**config.mk**
```make
export PLATFORM = sky130hd
export DESIGN_NAME = irq_presenter
export DESIGN_NICKNAME = d
export VERILOG_FILES = /design/src/rtl/irq_presenter_pkg.sv /design/src/rtl/req_judge.sv /design/src/rtl/ipi_judge.sv /design/src/rtl/thr_judge.sv /design/src/rtl/irq_presenter.sv
export SDC_FILE = /design/constraint.sdc
export NUM_CORES = 1
export LEC_CHECK = 0
export BUFFER_PORTS_ARGS = -buffer_cell sky130_fd_sc_hd__buf_2
export CORE_MARGIN = 4
export CORE_UTILIZATION = 30
export CTS_CLUSTER_SIZE = 30
export DETAILED_ROUTE_END_ITERATION = 8
export PLACE_DENSITY_LB_ADDON = 0.15
export SYNTH_ARGS = -nofsm -noshare
export SYNTH_HDL_FRONTEND = slang
export SYNTH_SLANG_ARGS = --single-unit
```
**constraint.sdc**
```tcl
create_clock -name clk -period 2.9 [get_ports clk]
set_clock_uncertainty 0.15 [all_clocks]
set_input_delay 0.145 -clock clk [delete_from_list [all_inputs] [get_ports clk]]
set_output_delay 0.145 -clock clk [all_outputs]
set_load 0.01 [all_outputs]
```
**src/rtl/irq_presenter_pkg.sv**
```systemverilog
package irq_presenter_pkg;

  localparam int OP_W = 3;

  typedef enum logic [OP_W-1:0] {
    OP_NONE    = 3'd0,
    OP_ACCEPT  = 3'd1,
    OP_EOI     = 3'd2,
    OP_SET_THR = 3'd3,
    OP_SET_IPI = 3'd4,
    OP_POLL    = 3'd5
  } op_e;

endpackage

```
**src/rtl/req_judge.sv**
```systemverilog
module req_judge #(
  parameter int PRIO_W = 8
) (
  input  logic [PRIO_W-1:0] req_prio,
  input  logic [PRIO_W-1:0] thr,
  input  logic [PRIO_W-1:0] pend_prio,
  input  logic              busy,
  output logic              win
);

  // A request wins only if strictly better than the threshold and
  // strictly better than whatever already sits in the slot.
  function automatic logic beats(input logic [PRIO_W-1:0] p,
                                 input logic [PRIO_W-1:0] t,
                                 input logic [PRIO_W-1:0] held,
                                 input logic              occ);
    return (p < t) && (!occ || (p < held));
  endfunction

  assign win = beats(req_prio, thr, pend_prio, busy);

endmodule

```
**src/rtl/ipi_judge.sv**
```systemverilog
module ipi_judge #(
  parameter int PRIO_W = 8
) (
  input  logic [PRIO_W-1:0] ipi_prio,
  input  logic [PRIO_W-1:0] thr,
  input  logic [PRIO_W-1:0] pend_prio,
  input  logic              busy,
  output logic              present
);

  // The IPI goes in when it is below the threshold and nothing held
  // is at least as favoured.
  function automatic logic ipi_goes(input logic [PRIO_W-1:0] ip,
                                    input logic [PRIO_W-1:0] t,
                                    input logic [PRIO_W-1:0] held,
                                    input logic              occ);
    return (ip < t) && !(occ && (held <= ip));
  endfunction

  assign present = ipi_goes(ipi_prio, thr, pend_prio, busy);

endmodule

```
**src/rtl/thr_judge.sv**
```systemverilog
module thr_judge #(
  parameter int PRIO_W = 8
) (
  input  logic [PRIO_W-1:0] new_thr,
  input  logic [PRIO_W-1:0] old_thr,
  input  logic [PRIO_W-1:0] pend_prio,
  input  logic              busy,
  output logic              drop,
  output logic              want_resend
);

  function automatic logic tightens(input logic [PRIO_W-1:0] n,
                                    input logic [PRIO_W-1:0] o);
    return n < o;
  endfunction

  // Tightening below a held priority evicts it; relaxing with an empty
  // slot invites the sources to try again.
  assign drop        = tightens(new_thr, old_thr) && busy && (new_thr <= pend_prio);
  assign want_resend = !tightens(new_thr, old_thr) && !busy;

endmodule

```
**src/rtl/irq_presenter.sv**
```systemverilog
module irq_presenter
  import irq_presenter_pkg::*;
#(
  parameter int NUM_W   = 24,
  parameter int PRIO_W  = 8,
  parameter int IPI_NUM = 2
) (
  input  logic                     clk,
  input  logic                     rst_n,
  input  logic                     src_valid,
  input  logic [NUM_W-1:0]         src_num,
  input  logic [PRIO_W-1:0]        src_prio,
  output logic                     src_taken,
  output logic                     src_refused,
  input  logic                     op_valid,
  input  logic [OP_W-1:0]          op_code,
  input  logic [NUM_W+PRIO_W-1:0]  op_data,
  output logic                     rsp_valid,
  output logic [NUM_W+PRIO_W-1:0]  rsp_data,
  output logic [PRIO_W-1:0]        rsp_ipi,
  output logic                     rej_valid,
  output logic [NUM_W-1:0]         rej_num,
  output logic                     eoi_valid,
  output logic [NUM_W-1:0]         eoi_num,
  output logic                     resend_req,
  output logic                     irq_out
);

  localparam int              REG_W     = NUM_W + PRIO_W;
  localparam logic [PRIO_W-1:0] PRIO_IDLE = {PRIO_W{1'b1}};
  localparam logic [NUM_W-1:0]  IPI_SRC   = NUM_W'(IPI_NUM);

  // architectural state
  logic [PRIO_W-1:0] thr_q, thr_d;
  logic [NUM_W-1:0]  num_q, num_d;
  logic [PRIO_W-1:0] pend_q, pend_d;
  logic [PRIO_W-1:0] ipi_q, ipi_d;
  logic              from_ipi_q, from_ipi_d;
  logic              irq_d;

  // registered answers
  logic              taken_d, refused_d, rsp_v_d, rej_v_d, eoi_v_d, resend_d;
  logic [REG_W-1:0]  rsp_d;
  logic [PRIO_W-1:0] rsp_ipi_d;
  logic [NUM_W-1:0]  rej_n_d, eoi_n_d;

  // named internal events
  logic              busy;
  logic              req_win;
  logic              ipi_present;
  logic              thr_drop;
  logic              thr_resend;
  logic              run_resend;
  logic              run_ipi;
  logic [PRIO_W-1:0] op_lo;
  logic [PRIO_W-1:0] op_hi;
  logic [PRIO_W-1:0] ipi_cand;
  logic [PRIO_W-1:0] thr_cand;

  assign busy  = (num_q != '0);
  assign op_lo = op_data[PRIO_W-1:0];
  assign op_hi = op_data[REG_W-1:NUM_W];

  // candidate values seen by the IPI check depend on the operation
  always_comb begin
    ipi_cand = ipi_q;
    thr_cand = thr_q;
    if (op_valid && (op_code == OP_SET_IPI)) ipi_cand = op_lo;
    if (op_valid && (op_code == OP_SET_THR)) thr_cand = op_lo;
    if (op_valid && (op_code == OP_EOI))     thr_cand = op_hi;
  end

  req_judge #(.PRIO_W(PRIO_W)) u_req (
    .req_prio (src_prio),
    .thr      (thr_q),
    .pend_prio(pend_q),
    .busy     (busy),
    .win      (req_win)
  );

  ipi_judge #(.PRIO_W(PRIO_W)) u_ipi (
    .ipi_prio (ipi_cand),
    .thr      (thr_cand),
    .pend_prio(pend_q),
    .busy     (busy),
    .present  (ipi_present)
  );

  thr_judge #(.PRIO_W(PRIO_W)) u_thr (
    .new_thr    (op_lo),
    .old_thr    (thr_q),
    .pend_prio  (pend_q),
    .busy       (busy),
    .drop       (thr_drop),
    .want_resend(thr_resend)
  );

  always_comb begin
    thr_d      = thr_q;
    num_d      = num_q;
    pend_d     = pend_q;
    ipi_d      = ipi_q;
    from_ipi_d = from_ipi_q;
    irq_d      = irq_out;
    taken_d    = 1'b0;
    refused_d  = 1'b0;
    rsp_v_d    = 1'b0;
    rsp_d      = '0;
    rsp_ipi_d  = '0;
    rej_v_d    = 1'b0;
    rej_n_d    = '0;
    eoi_v_d    = 1'b0;
    eoi_n_d    = '0;
    resend_d   = 1'b0;
    run_resend = 1'b0;
    run_ipi    = 1'b0;

    if (op_valid) begin
      refused_d = src_valid;
      case (op_code)
        OP_ACCEPT: begin
          rsp_v_d    = 1'b1;
          rsp_d      = {thr_q, num_q};
          thr_d      = pend_q;
          num_d      = '0;
          pend_d     = PRIO_IDLE;
          from_ipi_d = 1'b0;
          irq_d      = 1'b0;
        end
        OP_POLL: begin
          rsp_v_d   = 1'b1;
          rsp_d     = {thr_q, num_q};
          rsp_ipi_d = ipi_q;
        end
        OP_SET_THR: begin
          thr_d = op_lo;
          if (thr_drop) begin
            num_d      = '0;
            pend_d     = PRIO_IDLE;
            from_ipi_d = 1'b0;
            irq_d      = 1'b0;
            if (!from_ipi_q) begin
              rej_v_d = 1'b1;
              rej_n_d = num_q;
            end
          end else if (thr_resend) begin
            run_resend = 1'b1;
          end
        end
        OP_SET_IPI: begin
          ipi_d   = op_lo;
          run_ipi = 1'b1;
        end
        OP_EOI: begin
          thr_d   = op_hi;
          eoi_v_d = 1'b1;
          eoi_n_d = op_data[NUM_W-1:0];
          if (!busy) run_resend = 1'b1;
        end
        default: ;
      endcase

      if ((run_resend || run_ipi) && ipi_present) begin
        if (busy && !from_ipi_q) begin
          rej_v_d = 1'b1;
          rej_n_d = num_q;
        end
        num_d      = IPI_SRC;
        pend_d     = ipi_cand;
        from_ipi_d = 1'b1;
        irq_d      = 1'b1;
      end
      resend_d = run_resend;
    end else if (src_valid) begin
      if (req_win) begin
        if (busy && !from_ipi_q) begin
          rej_v_d = 1'b1;
          rej_n_d = num_q;
        end
        num_d      = src_num;
        pend_d     = src_prio;
        from_ipi_d = 1'b0;
        irq_d      = 1'b1;
        taken_d    = 1'b1;
      end else begin
        refused_d = 1'b1;
      end
    end
  end

  always_ff @(posedge clk) begin
    if (!rst_n) begin
      thr_q       <= '0;
      num_q       <= '0;
      pend_q      <= PRIO_IDLE;
      ipi_q       <= PRIO_IDLE;
      from_ipi_q  <= 1'b0;
      irq_out     <= 1'b0;
      src_taken   <= 1'b0;
      src_refused <= 1'b0;
      rsp_valid   <= 1'b0;
      rsp_data    <= '0;
      rsp_ipi     <= '0;
      rej_valid   <= 1'b0;
      rej_num     <= '0;
      eoi_valid   <= 1'b0;
      eoi_num     <= '0;
      resend_req  <= 1'b0;
    end else begin
      thr_q       <= thr_d;
      num_q       <= num_d;
      pend_q      <= pend_d;
      ipi_q       <= ipi_d;
      from_ipi_q  <= from_ipi_d;
      irq_out     <= irq_d;
      src_taken   <= taken_d;
      src_refused <= refused_d;
      rsp_valid   <= rsp_v_d;
      rsp_data    <= rsp_d;
      rsp_ipi     <= rsp_ipi_d;
      rej_valid   <= rej_v_d;
      rej_num     <= rej_n_d;
      eoi_valid   <= eoi_v_d;
      eoi_num     <= eoi_n_d;
      resend_req  <= resend_d;
    end
  end


  answer_once_chk: assert property (@(posedge clk) disable iff (!rst_n)
    src_valid |=> (src_taken != src_refused));


  taken_raises_chk: assert property (@(posedge clk) disable iff (!rst_n)
    src_taken |-> irq_out);


  accept_lowers_chk: assert property (@(posedge clk) disable iff (!rst_n)
    (op_valid && (op_code == OP_ACCEPT)) |=> (!irq_out && rsp_valid));


  rej_not_ipi_chk: assert property (@(posedge clk) disable iff (!rst_n)
    rej_valid |-> (rej_num != IPI_SRC));


  concurrent_refused_chk: assert property (@(posedge clk) disable iff (!rst_n)
    (op_valid && src_valid) |=> (src_refused && !src_taken));


  line_matches_slot_chk: assert property (@(posedge clk) disable iff (!rst_n)
    irq_out == busy);

endmodule

```
==> metrics, run 1 <==
pwr/cell area=just under 600 nW/um2; area leader, netlist=dfxtp_1; initial core utilization=30.8%; clk buf depth=2; syn nets=between 600 and 700; CP Data Arrival Time=3.19 ns; Final nets=943; Psw=1.49 mW; CP Launch Type=primary input; R2R setup slack=0.03 ns; Post-synth EDFFs=0; total grt overflow=0; first-pass GRT wire length=between 20 and 30 mm; largest net degree at the start of global routing=35; CP Capture Type=flop; setup TNS=-1.86 ns; die height=~150 um; die width=~150 um; status=complete, but fails checks; Period Utilization, post-route=103%; met3 Resource Use GR=between 4 and 5%; worst setup path start=op_code[1]; CTS sink count=between 100 and 150; CP max FO=8; final HPWL from detailed placement=between 10 and 15 mm; post-synthesis sequential area ratio=approximately half; violated checks=negative setup slack; Seq pwr share=roughly 40%; DRT iter0 DRCs=approximately 260; routability congestion estimate=between 0.8 and 0.9; drt pass-1 iters=4; Seq. cell area=between 2000 and 3000 um2; Sw Share=roughly 30%; Fillers=between 1500 and 2000; die footprint=21700 um2; Leak=around 4.2 nW; post-synth cell types=between 50 and 60; Cell Area, Synth=approximately 5800 um2; Internal Power=3.61 mW; RSZ-0062 raised after global routing=true; Max Cap Viol=0; Tmin final=about 3.0 ns; critical path data required time=3.12 ns; IO Port Bufs=165; Final WS setup=-0.0736 ns; Total Wirelength=19.1 mm; min-delay worst type=in -> reg; PnR Total Power=5.10 mW; Avg Cell Area, Syn=approximately 10 um2; achievable frequency=0.336 GHz; CTS tree=done; Clk pin slew, worst setup/hold paths=approximately 0.07 ns; root buffer cell=clkbuf_16; grt peak-use layer=met2; Worst Max-Slew Pin Slew=a little over 0.6 ns; share of cells above drive strength 1=a little over a third; relative slew slack=between 50% and 60%; synth top area cells=dfxtp_1 (50%), ha_1 (9.0%), and2_1 (8.0%), a22o_1 (3.6%), a21oi_1 (3.2%); TritonCTS Buffers=17; Syn. warnings=0; final instance area=8810 um2; vias in the first global route=about 5200; Post-synth top flop=dfxtp_1; vias per inst=4.73; CP endpoint=num_q[3]; num ports=166; Avg WL per Cell=17.4 um; Async SR Flop Fraction=0%; Worst VDD drop=0.366 mV; final antenna diode count=0; final setup fails=52; core area=18900 um2; Max Slew Vio Count=0; total global-route track usage=between 10% and 20%; Area growth syn-to-layout=51.6%; Rows=50; combinational share of power=16.4%; M2 GR Usage=about a quarter; Final ANT Viol Nets=0; Crit Path Category=in -> reg; Final Hold Violating Endpoints=0; via count=around 5200; GR Util met1=between 20% and 30%; Reg-to-Reg Start=ipi_q[5]; share of the synthesized area in the top cell type=roughly half; # DRC=0; placed inst area=a little over 7000 um2; Skew-Pair Late Insertion Delay=approximately 0.43 ns; Reg-to-Reg End=num_q[3]; initial antenna violation count=0; H-Tree Depth=4; Yosys reg bits=approximately 140; Post-Synthesis Cells=roughly 570; clock share of power=~43%; area of the multi-input gates=2940 um2; FF-to-FF path depth=12
how the worst min path moves through the flow:
stage / start / end / slack, ns / cells past startpoint
CTS: src_prio[1] / pend_q[1] / 0.005 / 3
finish: op_data[3] / eoi_num[3] / 0.05 / 3
floorplan: src_valid / src_refused / 0.11 / 2
global route: op_data[3] / eoi_num[3] / 0.02 / 3
detailed placement: op_data[20] / eoi_num[20] / 0.20 / 2
global placement: op_data[11] / eoi_num[11] / 0.20 / 2
critical path: stages:
cell	delay, ns
buf_8	0.10
nor4bb_4	0.37
buf_12	0.19
mux2_4	0.33
inv_4	0.07
ha_4	0.20
nand4_1	0.18
a211oi_2	0.08
a311oi_2	0.35
o31ai_4	0.13
and4b_4	0.24
a2111oi_4	0.35
buf_6	0.19
clkbuf_16	0.16
a22o_1	0.12
power by group through the flow:
stage	Clock (mW)	Sequential [mW]	Combinational, mW
2_1_floorplan	0	2.11	0.373
3_3_place_gp	0	2.12	0.620
3_5_place_dp	0	2.12	0.638
4_1_cts	2.24	2.07	0.708
5_1_grt	2.33	2.08	0.906
6_report	2.18	2.08	0.836
routing by layer:
metal | vias to the layer above | wire [um]
met4 | 0 | 503
met3 | 30 | 1050
li1 | 2544 | -
met1 | 2468 | 8870
met5 | - | 0
met2 | 171 | 8720
cell type report:
| class | instances | area share [%] |
|---|---|---|
| inverters | 25 | 1.09 |
| clock buffers | 17 | 4.83 |
| flip-flops and latches | 144 | 32.7 |
| clock inverters | 15 | 2.00 |
| multi-input cells | 370 | 33.3 |
| repair buffers | 272 | 22.3 |
| well taps | 260 | 3.69 |
placed cells by master, fill, tap and decap left out, types with 3 or more instances in the layout:
master,synthesis,layout
buf_12,0,7
nand2_1,21,21
dfxtp_1,144,144
nor3_1,13,11
nand3_1,6,6
dlygate4sd3_1,0,50
and2_1,74,67
o21ai_1,0,5
o32ai_2,0,7
mux2i_1,11,8
a21oi_1,37,35
o21ai_0,10,5
nor4_1,14,11
nor2_1,32,32
a211oi_1,12,9
nor4_2,0,3
and3_1,11,9
inv_8,0,6
inv_6,0,3
buf_2,4,159
nand2b_1,6,5
clkinv_8,0,3
nor2b_1,4,4
buf_4,1,42
or3_1,3,3
inv_2,1,3
inv_1,24,21
a21o_1,6,6
clkbuf_16,0,21
ha_1,42,40
buf_6,5,7
mux2_4,1,4
a211oi_2,0,3
and2_4,0,6
a22o_1,24,24
registers in the layout (all words and copies together) (netlist names), 8 cells and up:
register	count
ipi_q	8
rsp_ipi	8
rsp_data	32
num_q	24
rej_num	24
eoi_num	24
thr_q	8
pend_q	8
Yosys cell counts, types with 2 or more instances:
cell type  number
o21ai_0        10
nor2b_1         4
a211o_1         2
nand3_1         6
or3_1           3
nand4_1         2
mux2i_1        11
nor3_1         13
ha_1           42
mux2_2          5
a21oi_1        37
and2_1         74
clkbuf_1       16
o31a_1          2
nand2_1        21
and3_1         11
buf_2           4
a211oi_1       12
nor4_1         14
a22o_1         24
a21o_1          6
buf_6           5
dfxtp_1       144
inv_1          24
or2_2           2
nand2b_1        6
nor2_1         32
o32ai_1         8
metrics by stage:
step	worst slack [ns]	utilization [%]	hold slack, ns	std cells
6_report	-0.0736	46.6	0.0500	1103
5_1_grt	-0.136	46.6	0.0190	1103
4_1_cts	0.0248	44.3	0.00529	1088
3_5_place_dp	-0.457	38.3	0.198	1005
3_3_place_gp	-0.348	38.3	0.196	1005
2_1_floorplan	0.0221	-	0.111	566
cell families after synthesis:
family	Yosys count	share of synthesized area [%]
AND/OR/NAND/NOR	194	18.9
adder cells (fa/ha/maj)	42	9.04
flip-flops	144	49.6
multiplexers	18	3.32
buffers and inverters	52	4.15
AO/OA/AOI/OAI	116	15.0
timing repair:
item | CTS | global route
gates cloned | 0 | 6
endpoints found under the hold margin | 56 | 0
gates resized for setup | 7 | 54
hold buffers | 51 | 0
pin swaps | 2 | 22
setup endpoints to repair | 55 | 59
buffers inserted | 0 | 11
Note: power is estimated with default switching activity, not from simulation.
==> run 2: changes to the inputs <==
CORE_ASPECT_RATIO = 1.5   (was default)
==> run 2 against run 1 <==
Against the previous run: the flow still finishes with violations (negative setup slack); critical path depth rose by 1; final area is 4.3% higher; combinational power grew 9.4%; clock-buffer cell count stayed put; largest power group unchanged; critical path type unchanged; cell count rose by 5.4%; largest cell class unchanged; global-route usage is 1.6 points higher; power fell by 0.22%.
==> metrics, run 2 (same netlist as run 1, synthesis figures left out) <==
pwr/cell area=553 nW/um2 (-4.4%); total global-route track usage=18.2% (+1.6 points); drt pass-1 iters=4 (unchanged); Skew-Pair Late Insertion Delay=0.42 ns (about the same); CP Launch Type=primary input; first-pass GRT wire length=30.2 mm (+6.8%); violated checks=negative setup slack; clock share of power=41.3% (-1.6 points); H-Tree Depth=4 (unchanged); largest net degree at the start of global routing=35 (unchanged); CTS sink count=144 (unchanged); combinational share of power=18.0% (+1.6 points); initial core utilization=30.5% (-0.31 points); final HPWL from detailed placement=14.6 mm (+8.5%); CP max FO=12 (+4); # DRC=0 (unchanged); Rows=62 (+24%); Internal Power=3.63 mW (+0.67%); die footprint=21700 um2 (+0.21%); Final nets=1007 (+6.8%); Largest Register=rsp_data; total grt overflow=0 (unchanged); Sw Share=28.6% (-0.64 points); final non-filler cell total=1163 (+5.4%); final setup fails=22 (-58%); Final ANT Viol Nets=0 (unchanged); core area=19100 um2 (+1.0%); Seq pwr share=40.7% (about the same); clk buf depth=2 (unchanged); routability congestion estimate=0.841 (-0.40%); Period Utilization, post-route=102% (-0.76 points); num ports=166 (unchanged); CTS tree=done; Crit Path Category=in -> reg; commonest non-fill, non-tap cells in the layout=buf_2 (163), dfxtp_1 (144), buf_4 (97); Worst VDD drop=0.399 mV (+8.9%); Psw=1.45 mW (-2.4%); DRT iter0 DRCs=345 (+32%); Leak=4.40 nW (+5.5%); IO Port Bufs=165 (unchanged); Final Hold Violating Endpoints=0 (unchanged); Max Slew Vio Count=0 (unchanged); Max Cap Viol=0 (unchanged); min-delay worst type=in -> reg; die height=178 um (+21%); share of cells above drive strength 1=39.6% (+3.0 points); root buffer cell=clkbuf_16; Avg WL per Cell=17.2 um (-1.1%); vias per inst=4.68 (-0.88%); Tmin final=2.95 ns (-0.0221 ns); vias in the first global route=5772 (+10%); CP Capture Type=flop; final antenna diode count=0 (unchanged); CP Data Arrival Time=3.16 ns (-0.03 ns); via count=5448 (+4.5%); Final WS setup=-0.0516 ns (+0.0221 ns); relative slew slack=56.9% (-2.2 points); PnR Total Power=5.08 mW (-0.22%); critical path data required time=3.11 ns (about the same); achievable frequency=0.339 GHz (+0.75%); most common cell after layout, fill and taps aside=buf_2; Worst Max-Slew Pin Slew=0.646 ns (+0.0335 ns); placed cells=1057 (+5.2%); status=complete, but fails checks; Area growth syn-to-layout=58.1%; RSZ-0062 raised after global routing=true; TritonCTS Buffers=17 (unchanged); die width=122 um (-17%); number of flip-flops in the largest register=32 (unchanged); Clk pin slew, worst setup/hold paths=0.06 ns (about the same); initial antenna violation count=0 (unchanged); Total Wirelength=20.0 mm (+4.3%)
==> run 2: final cells by class <==
| type | instances | area [um2] |
|---|---|---|
| repair buffers | 335 | 2360 |
| clock inverters | 15 | 143 |
| inverters | 25 | 96.3 |
| flip-flops and latches | 144 | 2880 |
| clock buffers | 17 | 425 |
| multi-input cells | 371 | 2960 |
| well taps | 256 | 320 |
| fillers | 1824 | 9890 |
==> run 2: power by group through the flow <==
stage          sequential [mW]  clock [mW]  combinational [mW]
2_1_floorplan             2.11           0               0.373
3_3_place_gp              2.11           0               0.717
4_1_cts                   2.07        2.16               0.878
5_1_grt                   2.07        2.25                1.00
6_report                  2.07        2.10               0.915
3_5_place_dp              2.11           0               0.730
==> run 2: worst max-delay path, stage by stage <==
cell and delay [ns]:
buf_6 0.10, nor4bb_4 0.36, buf_12 0.19, mux2_4 0.32, inv_2 0.09, ha_4 0.12
nand4_1 0.16, buf_4 0.20, nor2_4 0.11, and3_4 0.19, o31ai_4 0.09, and4b_4 0.22
buf_6 0.13, a2111oi_4 0.39, buf_12 0.18, a22o_1 0.13
==> run 2: repair_timing <==
item,in CTS,in global routing
gates resized for setup,32,26
endpoints found under the setup margin,59,58
hold buffers,58,1
hold endpoints to repair,67,1
buffers inserted,11,3
cloned,3,0
pin swaps,11,10
==> run 2: final timing paths <==
| check | from | end | slack, ns | depth (start not counted) |
|---|---|---|---|---|
| max | op_code[1] | num_q[9] | -0.05 | 16 |
| min | op_data[4] | ipi_q[4] | 0.02 | 4 |
| max reg2reg | ipi_q[7] | num_q[9] | 0.04 | 12 |
| min reg2reg | ipi_q[1] | rsp_ipi[1] | 0.34 | 1 |
==> run 2: metrics by stage <==
stage	setup TNS (ns)	instance area, um2	setup WS [ns]	hold WS (ns)	util (%)
2_1_floorplan	0	5840	0.0221	0.111	-
4_1_cts	-0.379	9040	-0.0368	-0.196	47.4
5_1_grt	-7.77	9190	-0.205	0.0224	48.2
6_report	-0.617	9190	-0.0516	0.0182	48.2
3_5_place_dp	-43.36	7600	-1.05	0.196	39.8
3_3_place_gp	-34.68	7600	-0.815	0.194	39.8
==> run 2: metal layers <==
metal	share of wire, %	up-vias	GRT usage [%]
li1	-	2676	-
met1	39	2557	20.1
met2	52	173	33.7
met3	5.0	42	3.55
met4	3.5	0	7.57
met5	0	-	0
==> run 3: changes to the inputs <==
PLACE_DENSITY_LB_ADDON = default   (was 0.15)
==> run 3 against run 2 <==
Against the previous run: the run still ends with negative setup slack left; non-clock buffer count down 62; largest cell class is now sequential cells; worst setup slack better by 0.043 ns; die area unchanged; clock-buffer cell count unchanged; critical endpoint is now num_q[2]; sequential share of layout area up 1.8 points; first-iteration DRC count down 14%; cell count down 5.4%; power down 1.4%.
==> metrics, run 3 (same netlist as run 1, synthesis figures left out) <==
CP Launch Type=primary input; Max Cap Viol=0 (unchanged); Crit Path Category=in -> reg; worst setup path start=op_code[1]; min-delay worst type=in -> reg; H-Tree Depth=4 (unchanged); initial core utilization=30.5% (unchanged); achievable frequency=0.344 GHz (+1.5%); via count=5097 (-6.4%); CTS sink count=144 (unchanged); IO Port Bufs=165 (unchanged); root buffer cell=clkbuf_16; Final Hold Violating Endpoints=0 (unchanged); Rows=62 (unchanged); first-pass GRT wire length=26.9 mm (-11%); DRT iter0 DRCs=296 (-14%); relative slew slack=55.9% (-1.1 points); Final WS setup=-0.00891 ns (+0.0427 ns); Worst VDD drop=0.403 mV (+0.98%); Clk pin slew, worst setup/hold paths=0.06 ns (about the same); CP Data Arrival Time=3.11 ns (-0.05 ns); Leak=4.12 nW (-6.3%); vias per inst=4.63 (-1.1%); critical path data required time=3.10 ns (about the same); vias in the first global route=5146 (-11%); share of cells above drive strength 1=35.3% (-4.3 points); Area growth syn-to-layout=49.4%; die width=122 um (unchanged); placed cells=1011 (-4.4%); total grt overflow=0 (unchanged); num ports=166 (unchanged); Final Util=45.5% (-2.7 points); die footprint=21700 um2 (unchanged); die height=178 um (unchanged); area of the multi-input gates=2850 um2 (-3.8%); Seq. cell area=2880 um2 (about the same); Final nets=944 (-6.3%); CP Capture Type=flop; final setup fails=5 (-77%); Skew-Pair Late Insertion Delay=0.41 ns (about the same); number of flip-flops in the largest register=32 (unchanged); Fillers=1857 (+1.8%); CP max FO=7 (-5); PnR Total Power=5.01 mW (-1.4%); status=complete, but fails checks; CTS tree=done; # DRC=0 (unchanged); TritonCTS Buffers=17 (unchanged); Worst Max-Slew Pin Slew=0.662 ns (+0.0163 ns); setup TNS=-0.0233 ns (+0.594 ns); Max Slew Vio Count=0 (unchanged); Period Utilization, post-route=100% (-1.5 points); Reg-to-Reg Start=ipi_q[5]; final antenna diode count=0 (unchanged); clk buf depth=2 (unchanged); Largest Register=rsp_data; routability congestion estimate=0.920 (+9.4%); violated checks=negative setup slack; pwr/cell area=577 nW/um2 (+4.4%); Tmin final=2.91 ns (-0.0427 ns); drt pass-1 iters=5 (+1); Total Wirelength=17.9 mm (-10%); core area=19100 um2 (unchanged); total global-route track usage=16.1% (-2.1 points); hold_sp=src_prio[4]; final HPWL from detailed placement=13.6 mm (-7.1%); final non-filler cell total=1100 (-5.4%); Final ANT Viol Nets=0 (unchanged); commonest non-fill, non-tap cells in the layout=buf_2 (157), dfxtp_1 (143), and2_1 (74); RSZ-0062 raised after global routing=true; Avg WL per Cell=16.3 um (-5.2%); largest net degree at the start of global routing=35 (unchanged); most common cell after layout, fill and taps aside=buf_2; initial antenna violation count=0 (unchanged)
-- run 3: metal layers --
metal	up-vias	wire length, um	track usage [%]
met1	2344	7010	17.5
met3	37	872	2.86
met4	0	719	8.22
met2	172	9290	29.6
li1	2544	-	-
met5	-	0	0
-- run 3: timing repair --
item | CTS | global route
hold buffers | 56 | 1
setup endpoints to repair | 23 | 56
resized for setup | 3 | 48
setup buffers | 0 | 2
hold endpoints to repair | 61 | 7
pin swaps | 0 | 13
cloned | 0 | 3
-- run 3: final cells by class --
class | instances | area share [%]
repair buffers | 273 | 22.4
well taps | 256 | 3.69
clock buffers | 17 | 4.90
flip-flops and latches | 144 | 33.2
clock inverters | 15 | 1.86
inverters | 25 | 1.11
multi-input cells | 370 | 32.8
-- run 3: through the flow --
step | area, um2 | setup WS [ns] | hold slack [ns]
6_report | 8680 | -0.00891 | 0.0228
5_1_grt | 8680 | -0.0550 | 0.0111
4_1_cts | 8470 | 0.0146 | 0.000668
3_5_place_dp | 7320 | -0.379 | 0.196
3_3_place_gp | 7320 | -0.312 | 0.196
2_1_floorplan | 5840 | 0.0221 | 0.111
-- run 3: power by group --
group	internal [mW]	switching (mW)
clock network	1.22	0.931
registers	2.03	0.0426
logic	0.379	0.405
-- run 3: final timing paths --
| kind | cells after the start | end | slack, ns |
|---|---|---|---|
| setup / recovery | 15 | num_q[2] | -0.009 |
| hold / removal | 3 | pend_q[4] | 0.02 |
| setup reg to reg | 12 | num_q[2] | 0.08 |
| hold reg to reg | 1 | from_ipi_q | 0.33 |
-- run 3: critical path, cell delays in order --
cell,delay (ns)
buf_6,0.10
nor4bb_4,0.32
buf_12,0.18
mux2_4,0.33
inv_4,0.07
ha_4,0.19
nand4_1,0.19
a21oi_2,0.06
a311oi_2,0.35
o31ai_4,0.11
and4b_4,0.23
a2111oi_4,0.35
buf_6,0.19
clkbuf_16,0.16
a22o_1,0.11
